## src/rtl/cap_result_pkg.sv

```systemverilog
// Shared constants and helpers for the conversion result register file.
// Assumes two 8-bit bytes per register and that the first mapped byte
// address is fixed by the bus-side address map.
package cap_result_pkg;
    localparam int BYTE_W    = 8;
    localparam int REG_W     = 2 * BYTE_W;
    localparam int MAP_BASE  = 1;

    // Byte address of the high byte of channel c.
    function automatic int hi_addr(input int c);
        return MAP_BASE + 2 * c;
    endfunction
endpackage

```

## src/rtl/crr_read_window.sv

```systemverilog
// Tracks whether a bus read transaction is open and produces the update lock.
// Assumes rd_start and bus_stop are single-cycle pulses from the bus front end.
module crr_read_window (
    input  logic clk,
    input  logic rst_n,
    input  logic rd_start,
    input  logic bus_stop,
    output logic lock
);
    logic open_q;

    // Open on read start (priority), close on stop condition.
    always_ff @(posedge clk) begin
        if (!rst_n)        open_q <= 1'b0;
        else if (rd_start) open_q <= 1'b1;
        else if (bus_stop) open_q <= 1'b0;
    end

    // Lock covers the start cycle and every cycle up to and including stop.
    always_comb lock = open_q | rd_start;

    AST_STOP_CLOSES: assert property (@(posedge clk) disable iff (!rst_n)
        (bus_stop && !rd_start) |=> !open_q);
    AST_START_OPENS: assert property (@(posedge clk) disable iff (!rst_n)
        rd_start |=> open_q);
endmodule

```

## src/rtl/crr_addr_ptr.sv

```systemverilog
// Byte address pointer: loaded at read start, auto-incremented per byte.
// Assumes rd_start takes priority over rd_next in the same cycle.
module crr_addr_ptr #(
    parameter int ADDR_W = 8
) (
    input  logic              clk,
    input  logic              rst_n,
    input  logic              rd_start,
    input  logic [ADDR_W-1:0] rd_addr,
    input  logic              rd_next,
    output logic [ADDR_W-1:0] ptr
);
    // Load, increment (wrapping) or hold the pointer.
    always_ff @(posedge clk) begin
        if (!rst_n)        ptr <= '0;
        else if (rd_start) ptr <= rd_addr;
        else if (rd_next)  ptr <= ptr + 1'b1;
    end

    AST_PTR_STEP: assert property (@(posedge clk) disable iff (!rst_n)
        (rd_next && !rd_start) |=> ptr == $past(ptr) + 1'b1);
    AST_PTR_LOAD: assert property (@(posedge clk) disable iff (!rst_n)
        rd_start |=> ptr == $past(rd_addr));
endmodule

```

## src/rtl/crr_channel_reg.sv

```systemverilog
// One channel's 16-bit result register. The code fills the upper bits and
// the padding bits stay zero. Updates are dropped while locked.
// Assumes done is a single-cycle strobe with code valid in that cycle.
module crr_channel_reg #(
    parameter int CODE_W = 12,
    parameter int REG_W  = 16
) (
    input  logic              clk,
    input  logic              rst_n,
    input  logic              lock,
    input  logic              done,
    input  logic [CODE_W-1:0] code,
    output logic [REG_W-1:0]  value
);
    localparam int PAD_W = REG_W - CODE_W;

    // Capture a finished conversion unless a read holds the register.
    always_ff @(posedge clk) begin
        if (!rst_n)              value <= '0;
        else if (done && !lock)  value <= {code, {PAD_W{1'b0}}};
    end

    AST_LOAD_FREE: assert property (@(posedge clk) disable iff (!rst_n)
        (done && !lock) |=> value[REG_W-1:PAD_W] == $past(code));
    AST_HOLD_LOCKED: assert property (@(posedge clk) disable iff (!rst_n)
        lock |=> $stable(value));
endmodule

```

## src/rtl/crr_byte_mux.sv

```systemverilog
// Selects the byte addressed by the pointer. Unmapped addresses give zero.
// Assumes registers are packed channel 0 first in the flat input.
module crr_byte_mux
    import cap_result_pkg::*;
#(
    parameter int NCH    = 2,
    parameter int ADDR_W = 8
) (
    input  logic                 clk,
    input  logic                 rst_n,
    input  logic [ADDR_W-1:0]    ptr,
    input  logic [NCH*REG_W-1:0] regs,
    output logic [BYTE_W-1:0]    rd_byte
);
    localparam int LAST_ADDR = hi_addr(NCH - 1) + 1;

    // Decode the pointer against each channel's high and low byte address.
    always_comb begin
        rd_byte = '0;
        for (int c = 0; c < NCH; c++) begin
            if (ptr == ADDR_W'(hi_addr(c)))
                rd_byte = regs[c*REG_W+BYTE_W +: BYTE_W];
            if (ptr == ADDR_W'(hi_addr(c) + 1))
                rd_byte = regs[c*REG_W +: BYTE_W];
        end
    end

    AST_UNMAPPED_ZERO: assert property (@(posedge clk) disable iff (!rst_n)
        (ptr < ADDR_W'(MAP_BASE) || ptr > ADDR_W'(LAST_ADDR)) |-> rd_byte == '0);
    AST_LOW_NIBBLE_ZERO: assert property (@(posedge clk) disable iff (!rst_n)
        (ptr == ADDR_W'(MAP_BASE + 1)) |-> rd_byte[3:0] == 4'h0);
endmodule

```

## src/rtl/cap_result_regs.sv

```systemverilog
// Top of the conversion result register file. One register per channel,
// a shared read lock, an auto-incrementing pointer and a byte read mux.
// Assumes the bus front end gives single-cycle start, next and stop pulses.
module cap_result_regs
    import cap_result_pkg::*;
#(
    parameter int NCH    = 2,
    parameter int CODE_W = 12,
    parameter int ADDR_W = 8
) (
    input  logic                  clk,
    input  logic                  rst_n,
    input  logic [NCH-1:0]        conv_done,
    input  logic [NCH*CODE_W-1:0] conv_code,
    input  logic                  rd_start,
    input  logic [ADDR_W-1:0]     rd_addr,
    input  logic                  rd_next,
    input  logic                  bus_stop,
    output logic [BYTE_W-1:0]     rd_byte,
    output logic [ADDR_W-1:0]     rd_ptr
);
    logic                 lock;
    logic [NCH*REG_W-1:0] regs;

    crr_read_window u_win (
        .clk(clk), .rst_n(rst_n), .rd_start(rd_start),
        .bus_stop(bus_stop), .lock(lock)
    );

    crr_addr_ptr #(.ADDR_W(ADDR_W)) u_ptr (
        .clk(clk), .rst_n(rst_n), .rd_start(rd_start),
        .rd_addr(rd_addr), .rd_next(rd_next), .ptr(rd_ptr)
    );

    for (genvar c = 0; c < NCH; c++) begin : g_ch
        crr_channel_reg #(.CODE_W(CODE_W), .REG_W(REG_W)) u_reg (
            .clk(clk), .rst_n(rst_n), .lock(lock),
            .done(conv_done[c]),
            .code(conv_code[c*CODE_W +: CODE_W]),
            .value(regs[c*REG_W +: REG_W])
        );
    end

    crr_byte_mux #(.NCH(NCH), .ADDR_W(ADDR_W)) u_mux (
        .clk(clk), .rst_n(rst_n), .ptr(rd_ptr), .regs(regs), .rd_byte(rd_byte)
    );

    AST_RESET_PTR: assert property (@(posedge clk)
        !rst_n |=> rd_ptr == '0);
endmodule

```

## config.mk

```make
export PLATFORM = sky130hd
export DESIGN_NAME = cap_result_regs
export DESIGN_NICKNAME = d
export VERILOG_FILES = /design/src/rtl/cap_result_pkg.sv /design/src/rtl/crr_read_window.sv /design/src/rtl/crr_addr_ptr.sv /design/src/rtl/crr_channel_reg.sv /design/src/rtl/crr_byte_mux.sv /design/src/rtl/cap_result_regs.sv
export SDC_FILE = /design/constraint.sdc
export NUM_CORES = 1
export LEC_CHECK = 0
export ABC_AREA = 1
export BUFFER_PORTS_ARGS = -buffer_cell sky130_fd_sc_hd__buf_2
export CAP_MARGIN = 20
export CELL_PAD_IN_SITES_DETAIL_PLACEMENT = 1
export CELL_PAD_IN_SITES_GLOBAL_PLACEMENT = 1
export CORE_MARGIN = 1.5
export CORE_UTILIZATION = 30
export DETAILED_ROUTE_END_ITERATION = 12
export PLACE_DENSITY = 0.8
export RECOVER_POWER = 100
export SLEW_MARGIN = 15
export SYNTH_ARGS = -nofsm -noshare
export SYNTH_HDL_FRONTEND = slang
export SYNTH_SLANG_ARGS = --single-unit
```

## constraint.sdc

```tcl
create_clock -name clk -period 2 [get_ports clk]
set_clock_uncertainty 0.1 [all_clocks]
set_input_delay 0.6 -clock clk [delete_from_list [all_inputs] [get_ports clk]]
set_output_delay 0.6 -clock clk [all_outputs]
set_load 0.02 [all_outputs]
```

==> Word-level counts from Yosys, hierarchy flattened <==
Cells that the tools add are included.
{ "op_classes": {"eq_ne": 4, "n_reduce_logical": 5, "n_addsub": 1, "n_bitwise": 1, "n_mux": 8} }
{ "op_table": {"columns": ["cell", "n"], "rows": [
  ["$mux 8", 6],
  ["$eq 8x2->1 const B", 2],
  ["$add 8x1->8 const B", 1],
  ["$eq 8x1->1 const B", 1],
  ["$eq 8x3->1 const B", 1],
  ["$reduce_bool 2->1", 2],
  ["$logic_and 1x1->1", 2],
  ["$mux 1", 2],
  ["$logic_not 1->1", 1],
  ["$or 1x1->1", 1]
]} }
{ "totals": {"in_bits": 39, "register_bits": 33, "output_inout_bits": 16, "wordCells": 23} }

==> Longest topological paths before layout <==
Gate-level depths: netlist of run 1.
{ "logic_depth": {"depth_word": 5, "ltp_mapped": 10, "mapped_depth_nobuf": 9} }

==> Cells and area by module <==
A second synthesis of run 1 with hierarchy kept.
{ "unflattened": {"cells_unflattened": 305, "area_unflattened_um2": 1948.1} }
{ "modules_own_cells": {"columns": ["module", "seq_area_each_um2", "cells_each", "instances", "area_per_inst_um2"], "rows": [
  ["crr_channel_reg", 240.2, 84, 2, 564.3],
  ["crr_addr_ptr", 160.2, 70, 1, 489.2],
  ["crr_byte_mux", 0.0, 60, 1, 287.8],
  ["crr_read_window", 20.0, 7, 1, 42.5]
]} }

==> Least setup slack after synthesis of run 1 <==
OpenSTA, ideal clock, no wires.
{ "synth_path": {"path_type": "register -> output", "from": "register u_ptr.ptr[0]", "to": "output port rd_byte[0]", "path_buffers": 0, "stages_incl_launch_ff": 6, "arrival_time_ns": 1.425, "setup_slack_ns": -0.125, "path_cell_list": "dfxtp_1 inv_1 ha_1 nand2_2 nand4_2 o21ai_1"} }
{ "synth_between": {"elab_chain_cells": 5} }
{ "synth_rtl": {"columns": ["item", "line", "rtl"], "rows": [
  ["start, declared", "crr_addr_ptr.sv:11", "output logic [ADDR_W-1:0] ptr"],
  ["start signal, assigned", "crr_addr_ptr.sv:16", "else if (rd_start) ptr <= rd_addr;"],
  ["start signal, assigned", "crr_addr_ptr.sv:17", "else if (rd_next) ptr <= ptr + 1'b1;"],
  ["$eq 8x1->1", "crr_byte_mux.sv:21", "if (ptr == ADDR_W'(hi_addr(c)))"],
  ["$mux 8", "crr_byte_mux.sv:21", null],
  ["$mux 8", "crr_byte_mux.sv:23", "if (ptr == ADDR_W'(hi_addr(c) + 1))"],
  ["$mux 8", "crr_byte_mux.sv:21", null],
  ["$mux 8 *", "crr_byte_mux.sv:23", null],
  ["end, declared", "cap_result_regs.sv:19", "output logic [BYTE_W-1:0] rd_byte,"]
]} }
Mark *: on every way between the ends. The rest lies on a longest branch, timed or not.

==> Worst setup path in the final report of run 1 <==
{ "layout_path": {"from": "register u_ptr.ptr[1]", "to": "output port rd_byte[0]"} }
Same word-level chain as after synthesis.

==> impl_metrics.csv, run 1 <==
group,metric,value,unit
cts,cts_inserted_buffers,5,
finish,fillCellCount,730,
floorplanning,die_height,78.12,µm
power,power_per_cell_area,722.3,nW/µm²
cts,clockBufferDepth,2,
finish,finish.net_count,351,
critical_path,crit_slowest_cell,"sky130_fd_sc_hd__dfxtp_4",
floorplanning,placement_rows,27,
floorplanning,fp.coreArea,5473,µm²
finish,final_design_area_no_fill,2370,µm²
sta,min_period,2288,ps
finish,finalNonFillerCells,381,
flow_run,max-cap-violations,0,
power,report.power.total,1.712,mW
global_routing,number_of_global_route_vias_before_repair,1844,
floorplanning,initial_core_util,0.3093,
power,total_leakage_power,1.055,nW
drt,routedWlPerCell,14.39,µm
synth,yosys.cell_types.count,31,
sta,drv_slew,0,
global_routing,grt_start_max_net_pins,22,
critical_path,worstPathBufferInverterCount,3,
cts,clkSlewWorstSetupHoldPaths,70,ps
synth,synth.net_count,286,
placement,sum_of_net_half_perimeters_after_detailed_placement,3.858,mm
finish,post-route-util,0.4330,
sta,maxClockFrequency,0.4370,GHz
sta,fin_crit_sh,1.144,
synth,synth.most_common_cell,"sky130_fd_sc_hd__nand2_1",
cts,cts-hold-fix-buffers,0,
synth,yosys_reg_bits,33,
synth,ys_warn_count,0,
drt,dr_total_vias,1830,
finish,drive_above_1_share,0.3463,
synth,synthArstFlopShare,0,
sta,setup_ws,-288.3,ps
placement,dp.cells,372,
critical_path,crit_arrival,1590,ps
synth,synth.top_cell.area_share,0.3902,
drt,vias_per_cell,4.803,
finish,antenna-diode-count,0,
critical_path,crit_type,"reg2out",
cts,tritoncts,"built",
finish,flow.area_growth_from_synthesis,39.99,%
synth,postSynthCellCount,243,
cts,clk_root_buffer_cell,"sky130_fd_sc_hd__clkbuf_8",
sta,unrepaired_setup_endpoints_after_global_routing,"yes",
sta,tightest_slew,527.9,ps
run_status,run_status,"finished with violations",
drt,detail_route.iter0.violations,109,
critical_path,cpPeakStageDelay,380,ps
critical_path,start_kind,"flip-flop",
placement,gpl.final_weighted_congestion,0.7929,
critical_path,cp.required,1300,ps
floorplanning,io-pin-count,55,
critical_path,cpLargestDelayFamily,"flip-flops",
floorplanning,full_die_area,6103,µm²
synth,synth_top_area_cell,"sky130_fd_sc_hd__dfxtp_1",
drt,drt_pre_antenna_iters,4,
synth,syn-cell-area,1693,µm²
global_routing,global_route_overflow,0,
global_routing,wire_length_of_the_first_global_routing_pass,8.956,mm
power,vdd.ir_drop.worst,0.0003224,V
worst_hold_path,holdCritPathClass,"reg2reg",
synth,synth-main-ff-cell,"sky130_fd_sc_hd__dfxtp_1",
drt,drtAntennaViolNets,0,
synth,post_synth.cell_area_avg,6.967,µm²
critical_path,path_max_fanout,6,
sta,slew_hr,0.6481,
sta,timing.final.hold_violations,0,
synth,netlist_top_cells_count,"41 x sky130_fd_sc_hd__nand2_1, 40 x sky130_fd_sc_hd__nor2_1, 33 x sky130_fd_sc_hd__dfxtp_1",
global_routing,grt_antenna_before_repair,0,
placement,placed_cell_area,2113,µm²
placement,port_buffers,54,
synth,synth_seq_area_share,0.3902,
floorplanning,floorplan.die.width,78.12,µm
drt,route.final.wire_length,5.482,mm
cts,insertion_delay,280,ps
sta,setup_viol,8,
cts,cts.sinks,33,
synth,number_of_flops_mapped_to_enable_cells_by_yosys,0,
synth,synth.top_cells.by_area,"sky130_fd_sc_hd__dfxtp_1 39%, sky130_fd_sc_hd__nand2_1 9.1%, sky130_fd_sc_hd__nor2_1 8.9%",
cts,clock_tree.htree_level_count,2,
run_status,violations,"setup timing",
drt,detail_route.drc_violations,0,
sta,fin_tns_setup,-1984,ps
critical_path,path_cells,"inv_4, ha_4, inv_2, nor2_4, nand4_4, o21ai_2, buf_6",
global_routing,track_usage,0.1912,
critical_path,setup.worst_path.end_class,"output pin",
[cell usage in the layout, fill, tap and decap left out, types with 3 or more instances in the layout]
master	n
sky130_fd_sc_hd__buf_2	41
sky130_fd_sc_hd__nor2_2	4
sky130_fd_sc_hd__nand2_4	4
sky130_fd_sc_hd__buf_6	8
sky130_fd_sc_hd__o21ai_2	4
sky130_fd_sc_hd__nor2_1	39
sky130_fd_sc_hd__inv_1	17
sky130_fd_sc_hd__nand3_1	13
sky130_fd_sc_hd__clkbuf_8	6
sky130_fd_sc_hd__nor2_4	5
sky130_fd_sc_hd__a22oi_1	4
sky130_fd_sc_hd__ha_4	3
sky130_fd_sc_hd__o21ai_0	27
sky130_fd_sc_hd__nand2_1	39
sky130_fd_sc_hd__dfxtp_1	29
sky130_fd_sc_hd__nand3_2	5
sky130_fd_sc_hd__nand2_2	3
sky130_fd_sc_hd__a21oi_1	14
sky130_fd_sc_hd__buf_4	8
sky130_fd_sc_hd__inv_2	5
sky130_fd_sc_hd__clkbuf_1	10
[cell families after synthesis]
family          Yosys count  share of synthesized area
compound gates           54                     0.1715
flops                    33                     0.3902
buf+inv                  36                    0.09090
fa+ha+maj                 4                    0.02957
simple gates            115                     0.3126
xor+xnor                  1                   0.005175
[registers in the layout (all words and copies together) (netlist names)]
signal	flops
g_ch.u_reg.value	24
u_ptr.ptr	8
u_win.open_q	1
[through the flow]
| step | hold slack (ps) | setup WS, ps |
|---|---|---|
| finish | 363.8 | -288.3 |
| global route | 401.4 | -348.8 |
| CTS | 362.8 | -243.0 |
| detailed placement | 351.3 | -60.41 |
| global placement | 341.8 | 39.99 |
| floorplan | 329.1 | 43.30 |
[area by class of cell]
| cell class | instances | area, µm² | share of cell area |
|---|---|---|---|
| clock buffers | 7 | 86.33 | 0.03643 |
| clock inverters | 1 | 30.03 | 0.01267 |
| inverters | 27 | 111.4 | 0.04699 |
| multi-input cells | 174 | 987.2 | 0.4166 |
| flip-flops and latches | 33 | 670.6 | 0.2830 |
| well taps | 72 | 90.09 | 0.03801 |
| repair buffers | 67 | 394.1 | 0.1663 |
[path summary, 6_finish.rpt]
kind                                from                      end  slack, ps  depth (start not counted)
setup / recovery            u_ptr.ptr[1]               rd_byte[0]       -290                          7
hold / removal    g_ch[0].u_reg.value[6]   g_ch[0].u_reg.value[6]        360                          2
setup reg to reg            u_win.open_q  g_ch[0].u_reg.value[10]        560                          5
hold reg to reg   g_ch[0].u_reg.value[6]   g_ch[0].u_reg.value[6]        360                          2
[where the power goes]
part	internal, mW	switching, mW
registers	0.702	0.0337
logic	0.121	0.191
clock network	0.406	0.258
[layer usage]
layer  up-vias  wire, µm  share of wire  GRT usage
li1        916         -              -          -
met1       864      2422           0.44     0.2243
met2        40      2743           0.50     0.3296
met3        10       201          0.037    0.04884
met4         0       114          0.021    0.08036
met5         -         0              0          0
[tightest hold or removal path: stages, from the launching register on]
cell and delay (ps):
sky130_fd_sc_hd__dfxtp_1 300, sky130_fd_sc_hd__inv_1 60, sky130_fd_sc_hd__a21oi_1 60
[timing repair]
| item | CTS | global route |
|---|---|---|
| setup endpoints to repair | 8 | 8 |
| resized for setup | 39 | 5 |
| buffers inserted | 1 | 0 |
| pin swaps | 15 | 1 |
| cloned | 0 | 0 |
Power figures use the tool's default switching activity.
==> inputs of run 2 (changes only) <==
CORE_UTILIZATION = 35   (was 30)
PLACE_DENSITY = 0.89   (was 0.8)
==> impl_metrics.csv, run 2 (synthesis results as in run 1) <==
group,metric,value,unit
sta,tightest_slew,390.4,ps
drt,drtAntennaViolNets,0,
global_routing,number_of_global_route_vias_before_repair,1986,
critical_path,path_max_fanout,5,
critical_path,crit_arrival,1660,ps
drt,detail_route.drc_violations,0,
power,p_int,1.154,mW
placement,dp.cells,354,
drt,drt_pre_antenna_iters,4,
finish,flow.area_growth_from_synthesis,44.64,%
drt,vias_per_cell,5.276,
floorplanning,fp.coreArea,4692,µm²
finish,antenna-diode-count,0,
finish,largest_register_ff_count,24,
power,clock_power_share,0.341,
power,vdd.ir_drop.worst,0.0003200,V
placement,port_buffers,54,
finish,drive_above_1_share,0.4317,
sta,min_period,2362,ps
sta,slew_hr,0.7397,
run_status,violations,"setup timing",
flow_run,max-cap-violations,0,
worst_hold_path,holdCritPathClass,"reg2reg",
global_routing,global_route_overflow,0,
sta,maxClockFrequency,0.4234,GHz
drt,routedWlPerCell,17.98,µm
run_status,run_status,"finished with violations",
placement,gpl.final_weighted_congestion,0.8230,
critical_path,cp.required,1300,ps
placement,sum_of_net_half_perimeters_after_detailed_placement,3.915,mm
floorplanning,die_height,72.55,µm
drt,route.final.wire_length,6.634,mm
global_routing,track_usage,0.2337,
floorplanning,full_die_area,5263,µm²
sta,timing.final.hold_violations,0,
finish,layout_common_cells,"45 x sky130_fd_sc_hd__buf_2, 38 x sky130_fd_sc_hd__nor2_1, 33 x sky130_fd_sc_hd__nand2_1",
critical_path,setup.worst_path.end_class,"output pin",
cts,insertion_delay,290,ps
global_routing,grt_start_max_net_pins,22,
finish,largest-register,"g_ch.u_reg.value",
drt,detail_route.iter0.violations,152,
finish,finish.net_count,357,
placement,dp_worst_setup_slack,-20.14,ps
sta,drv_slew,0,
floorplanning,placement_rows,25,
global_routing,grt_antenna_before_repair,0,
drt,dr_total_vias,1947,
cts,cts_inserted_buffers,5,
sta,setup_viol,8,
floorplanning,io-pin-count,55,
cts,clkSlewWorstSetupHoldPaths,70,ps
floorplanning,initial_core_util,0.3608,
sta,fin_crit_sh,1.181,
power,power.switching,0.5086,mW
critical_path,crit_type,"reg2out",
cts,clockBufferDepth,2,
power,switching_share,0.3058,
sta,setup_ws,-361.7,ps
power,seqPwrFrac,0.444,
sta,unrepaired_setup_endpoints_after_global_routing,"yes",
cts,clock_tree.htree_level_count,2,
power,power_frac_comb,0.215,
power,total_leakage_power,1.125,nW
cts,clk_root_buffer_cell,"sky130_fd_sc_hd__clkbuf_8",
critical_path,start_kind,"flip-flop",
power,power_per_cell_area,679.1,nW/µm²
sta,fin_tns_setup,-2452,ps
finish,top_regs,"g_ch.u_reg.value (24), u_ptr.ptr (8), u_win.open_q (1)",
cts,cts.sinks,33,
finish,final_design_area_no_fill,2449,µm²
cts,tritoncts,"built",
floorplanning,floorplan.die.width,72.55,µm
placement,placed_cell_area,2091,µm²
global_routing,wire_length_of_the_first_global_routing_pass,9.404,mm
finish,layout.cells.most_common,"sky130_fd_sc_hd__buf_2",
finish,finalNonFillerCells,369,
==> run 2: changes by cell type in the layout (fill, tap and decap cells not counted), moves of 6 or more <==
| cell | previous run | this run |
|---|---|---|
| sky130_fd_sc_hd__buf_4 | 8 | 18 |
| sky130_fd_sc_hd__clkbuf_1 | 10 | 1 |
| sky130_fd_sc_hd__nand2_1 | 39 | 33 |
| sky130_fd_sc_hd__nand2_2 | 3 | 9 |
==> run 2: repair_timing <==
| item | 4_1_cts | 5_1_grt |
|---|---|---|
| hold buffers | 0 | 0 |
| setup buffers | 3 | 4 |
| pin swaps | 11 | 10 |
| setup endpoints to repair | 8 | 8 |
| resized for setup | 35 | 19 |
==> run 2: worst paths after layout <==
| check | startpoint | to | slack [ps] | cells past startpoint |
|---|---|---|---|---|
| min | g_ch[1].u_reg.value[5] | g_ch[1].u_reg.value[5] | 390 | 2 |
| max | u_ptr.ptr[0] | rd_byte[5] | -360 | 8 |
| max reg2reg | u_ptr.ptr[2] | u_ptr.ptr[7] | 580 | 7 |
| min reg2reg | g_ch[1].u_reg.value[5] | g_ch[1].u_reg.value[5] | 390 | 2 |
==> run 2: power by group through the flow <==
stage	combinational, mW	clock, mW	sequential, mW
floorplan	0.165	0	0.753
global placement	0.275	0	0.741
detailed placement	0.287	0	0.744
CTS	0.321	0.573	0.734
global route	0.385	0.600	0.742
finish	0.357	0.568	0.738
==> run 2: critical path, cell delays in order, from the launching register on <==
cell and delay, ps:
sky130_fd_sc_hd__dfxtp_4 380, sky130_fd_sc_hd__inv_4 80, sky130_fd_sc_hd__ha_1 210, sky130_fd_sc_hd__nand3_2 140, sky130_fd_sc_hd__nor2_4 200, sky130_fd_sc_hd__nor2_2 80, sky130_fd_sc_hd__nand2_2 90, sky130_fd_sc_hd__nand2_2 60
sky130_fd_sc_hd__buf_6 130
==> run 2: per-layer routing <==
layer  vias to the layer above  track usage  share of wire
li1                        923            -              -
met1                       932       0.2884           0.43
met2                        75       0.3914           0.49
met3                        17      0.04444          0.044
met4                         0       0.1090          0.037
met5                         -            0              0
==> run 2: metrics by stage <==
stage,util,hold WS (ps),power [mW]
finish,0.5219,386.0,1.663
global route,0.5219,395.8,1.727
CTS,0.4981,376.4,1.628
detailed placement,0.4456,365.0,1.032
global placement,0.4456,352.0,1.016
floorplan,-,329.1,0.9182
==> run 2: final cells by class <==
type	count	area (µm²)
clock buffers	7	96.34
well taps	54	67.56
inverters	27	111.4
repair buffers	73	474.2
flip-flops and latches	33	670.6
clock inverters	1	5.005
fillers	602	2243
multi-input cells	174	1023
==> inputs of run 3 (changes only) <==
ABC_AREA = not set   (was 1)
CORE_UTILIZATION = 37   (was 35)
CTS_CLUSTER_SIZE = 8   (was not set)
PLACE_DENSITY = 0.88   (was 0.89)
==> impl_metrics.csv, run 3 <==
group,metric,value,unit
synth,synth_top_area_cell,"sky130_fd_sc_hd__dfxtp_1",
drt,vias_per_cell,5.186,
sta,fin_crit_sh,1.197,
critical_path,r2r_startpoint,"u_ptr.ptr[0]",
cts,cts-hold-fix-buffers,0,
global_routing,grt_start_max_net_pins,19,
critical_path,timing.reg2reg.setup_slack,360,ps
cts,clock_tree.htree_level_count,2,
synth,synth.net_count,222,
sta,tightest_slew,405.7,ps
sta,slew_hr,0.7295,
cts,cts_inserted_buffers,5,
cts,cts.sinks,33,
critical_path,cpLargestDelayFamily,"compound AO/OA/AOI/OAI gates",
floorplanning,full_die_area,5029,µm²
finish,flow.area_growth_from_synthesis,43.92,%
finish,drive_above_1_share,0.4217,
critical_path,cp.required,1300,ps
power,vdd.ir_drop.worst,0.0004018,V
cts,tritoncts,"built",
floorplanning,placement_rows,24,
synth,syn-cell-area,1707,µm²
synth,number_of_flops_mapped_to_enable_cells_by_yosys,0,
cts,clkSlewWorstSetupHoldPaths,70,ps
global_routing,grt_antenna_before_repair,0,
worst_hold_path,hold-path-endpoint,"g_ch[1].u_reg.value[14]",
placement,gpl.final_weighted_congestion,0.7229,
sta,setup_ws,-394.6,ps
cts,clk_root_buffer_cell,"sky130_fd_sc_hd__clkbuf_8",
sta,unrepaired_setup_endpoints_after_global_routing,"yes",
critical_path,worstPathBufferInverterCount,3,
synth,post_synth.cell_area_avg,9.534,µm²
finish,antenna-diode-count,0,
synth,synth-main-ff-cell,"sky130_fd_sc_hd__dfxtp_1",
synth,yosys.cell_types.count,28,
cts,clockBufferDepth,2,
synth,synth.top_cell.area_share,0.3871,
critical_path,reg_to_reg_critical_path_endpoint,"u_ptr.ptr[6]",
critical_path,path_max_fanout,6,
synth,synth_seq_area_share,0.3871,
global_routing,wire_length_of_the_first_global_routing_pass,8.418,mm
flow_run,max-cap-violations,0,
sta,setup_viol,8,
finish,layout_common_cells,"46 x sky130_fd_sc_hd__buf_2, 28 x sky130_fd_sc_hd__dfxtp_1, 25 x sky130_fd_sc_hd__mux2i_1",
sta,fin_tns_setup,-2935,ps
drt,routedWlPerCell,16.89,µm
worst_hold_path,holdCritPathClass,"reg2reg",
drt,drt_pre_antenna_iters,4,
floorplanning,die_height,70.92,µm
finish,final_design_area_no_fill,2456,µm²
drt,detail_route.drc_violations,0,
global_routing,global_route_overflow,0,
placement,dp_worst_setup_slack,-151.9,ps
synth,postSynthCellCount,179,
critical_path,start_kind,"flip-flop",
synth,netlist_top_cells_count,"33 x sky130_fd_sc_hd__dfxtp_1, 25 x sky130_fd_sc_hd__mux2i_1, 25 x sky130_fd_sc_hd__nor2b_1",
placement,port_buffers,54,
floorplanning,initial_core_util,0.3893,
cts,insertion_delay,290,ps
drt,dr_total_vias,1561,
sta,min_period,2395,ps
critical_path,crit_top_cell,"sky130_fd_sc_hd__buf_6",
finish,top_regs,"g_ch.u_reg.value (24), u_ptr.ptr (8), u_win.open_q (1)",
power,power_per_cell_area,690.6,nW/µm²
synth,synth.top_cells.by_area,"sky130_fd_sc_hd__dfxtp_1 39%, sky130_fd_sc_hd__mux2i_1 15%, sky130_fd_sc_hd__nor2b_1 9.2%",
sta,drv_slew,0,
worst_hold_path,min-delay-start,"g_ch[1].u_reg.value[14]",
drt,detail_route.iter0.violations,84,
synth,synth.most_common_cell,"sky130_fd_sc_hd__dfxtp_1",
global_routing,track_usage,0.2182,
global_routing,number_of_global_route_vias_before_repair,1733,
critical_path,crit_arrival,1690,ps
floorplanning,io-pin-count,55,
critical_path,path_cells,"inv_4, ha_4, buf_6, a21oi_2, a221o_1, a21oi_4, buf_6",
finish,largest_register_ff_count,24,
placement,sum_of_net_half_perimeters_after_detailed_placement,3.572,mm
finish,post-route-util,0.5602,
floorplanning,fp.coreArea,4384,µm²
synth,synthArstFlopShare,0,
finish,finish.net_count,291,
critical_path,setup.worst_path.end_class,"output pin",
finish,largest-register,"g_ch.u_reg.value",
run_status,violations,"setup timing",
floorplanning,floorplan.die.width,70.92,µm
run_status,run_status,"finished with violations",
synth,yosys_reg_bits,33,
critical_path,cpPeakStageDelay,360,ps
finish,layout.cells.most_common,"sky130_fd_sc_hd__buf_2",
critical_path,crit_type,"reg2out",
drt,route.final.wire_length,5.084,mm
worst_hold_path,holdPathStages,2,
synth,ys_warn_count,0,
sta,timing.final.hold_violations,0,
sta,maxClockFrequency,0.4176,GHz
power,total_leakage_power,0.9398,nW
placement,placed_cell_area,2235,µm²
drt,drtAntennaViolNets,0,
critical_path,crit_slowest_cell,"sky130_fd_sc_hd__dfxtp_4",
critical_path,worst-r2r-cell-count,6,
==> run 3: area by class of cell <==
cell class,count,area [µm²]
Clock buffer,6,82.58
Clock inverter,2,36.28
Fill cell,504,1928
Inverter,7,28.78
Multi-Input combinational cell,128,1076
Sequential cell,33,671.9
Tap cell,52,65.06
Timing Repair Buffer,73,495.5
==> run 3: cell families (layout without fill, tap and decap cells) <==
kind of cell	after synthesis	in the layout	synth area share
and+or+nand+nor	62	62	0.2405
AOI/OAI and AO/OA	33	33	0.1239
DFF	33	33	0.3871
muxes	25	25	0.1466
buffers and inverters	18	88	0.05205
adders and majority gates	4	4	0.02933
xor gates and xnor gates	4	4	0.02053
==> run 3: worst min-delay path, delay by kind of cell (launching register included) <==
kind,cells,cell delay (ps)
simple gates,1,90
mux,1,70
flops,1,330
==> run 3: power breakdown <==
part,internal [mW],leakage (nW),total [mW],switching [mW]
clock,0.406,0.0617,0.662,0.256
sequential,0.692,0.273,0.720,0.0283
combinational,0.153,0.605,0.313,0.160
==> run 3: timing repair <==
action / CTS / global route
gates resized for setup: 25 / 2
setup buffers: 2 / 1
pin swaps: 9 / 5
setup endpoints to repair: 8 / 8
==> run 3: how the worst max path moves through the flow <==
stage                       to  cells after the start  slack [ps]         start
finish              rd_byte[7]                      7        -390  u_ptr.ptr[0]
global route        rd_byte[7]                      7        -470  u_ptr.ptr[0]
CTS                 rd_byte[6]                      6        -420  u_ptr.ptr[0]
detailed placement  rd_byte[0]                      7        -150  u_ptr.ptr[1]
global placement    rd_byte[3]                      7        -110  u_ptr.ptr[1]
floorplan           rd_byte[6]                      5         -50  u_ptr.ptr[0]
==> run 3: metrics by stage <==
step | hold WS, ps | std cells | total power [mW]
2_1_floorplan | 382.2 | 179 | 0.9063
5_1_grt | 446.4 | 301 | 1.761
3_3_place_gp | 399.6 | 290 | 1.014
4_1_cts | 429.0 | 300 | 1.699
6_report | 419.5 | 301 | 1.696
3_5_place_dp | 411.3 | 290 | 1.027
==> run 3: metal layers <==
layer	track usage	vias up	wire length, µm
li1	-	765	-
met1	0.2447	745	2102
met2	0.3967	46	2680
met3	0.05698	5	234
met4	0.07757	0	65
met5	0	-	0
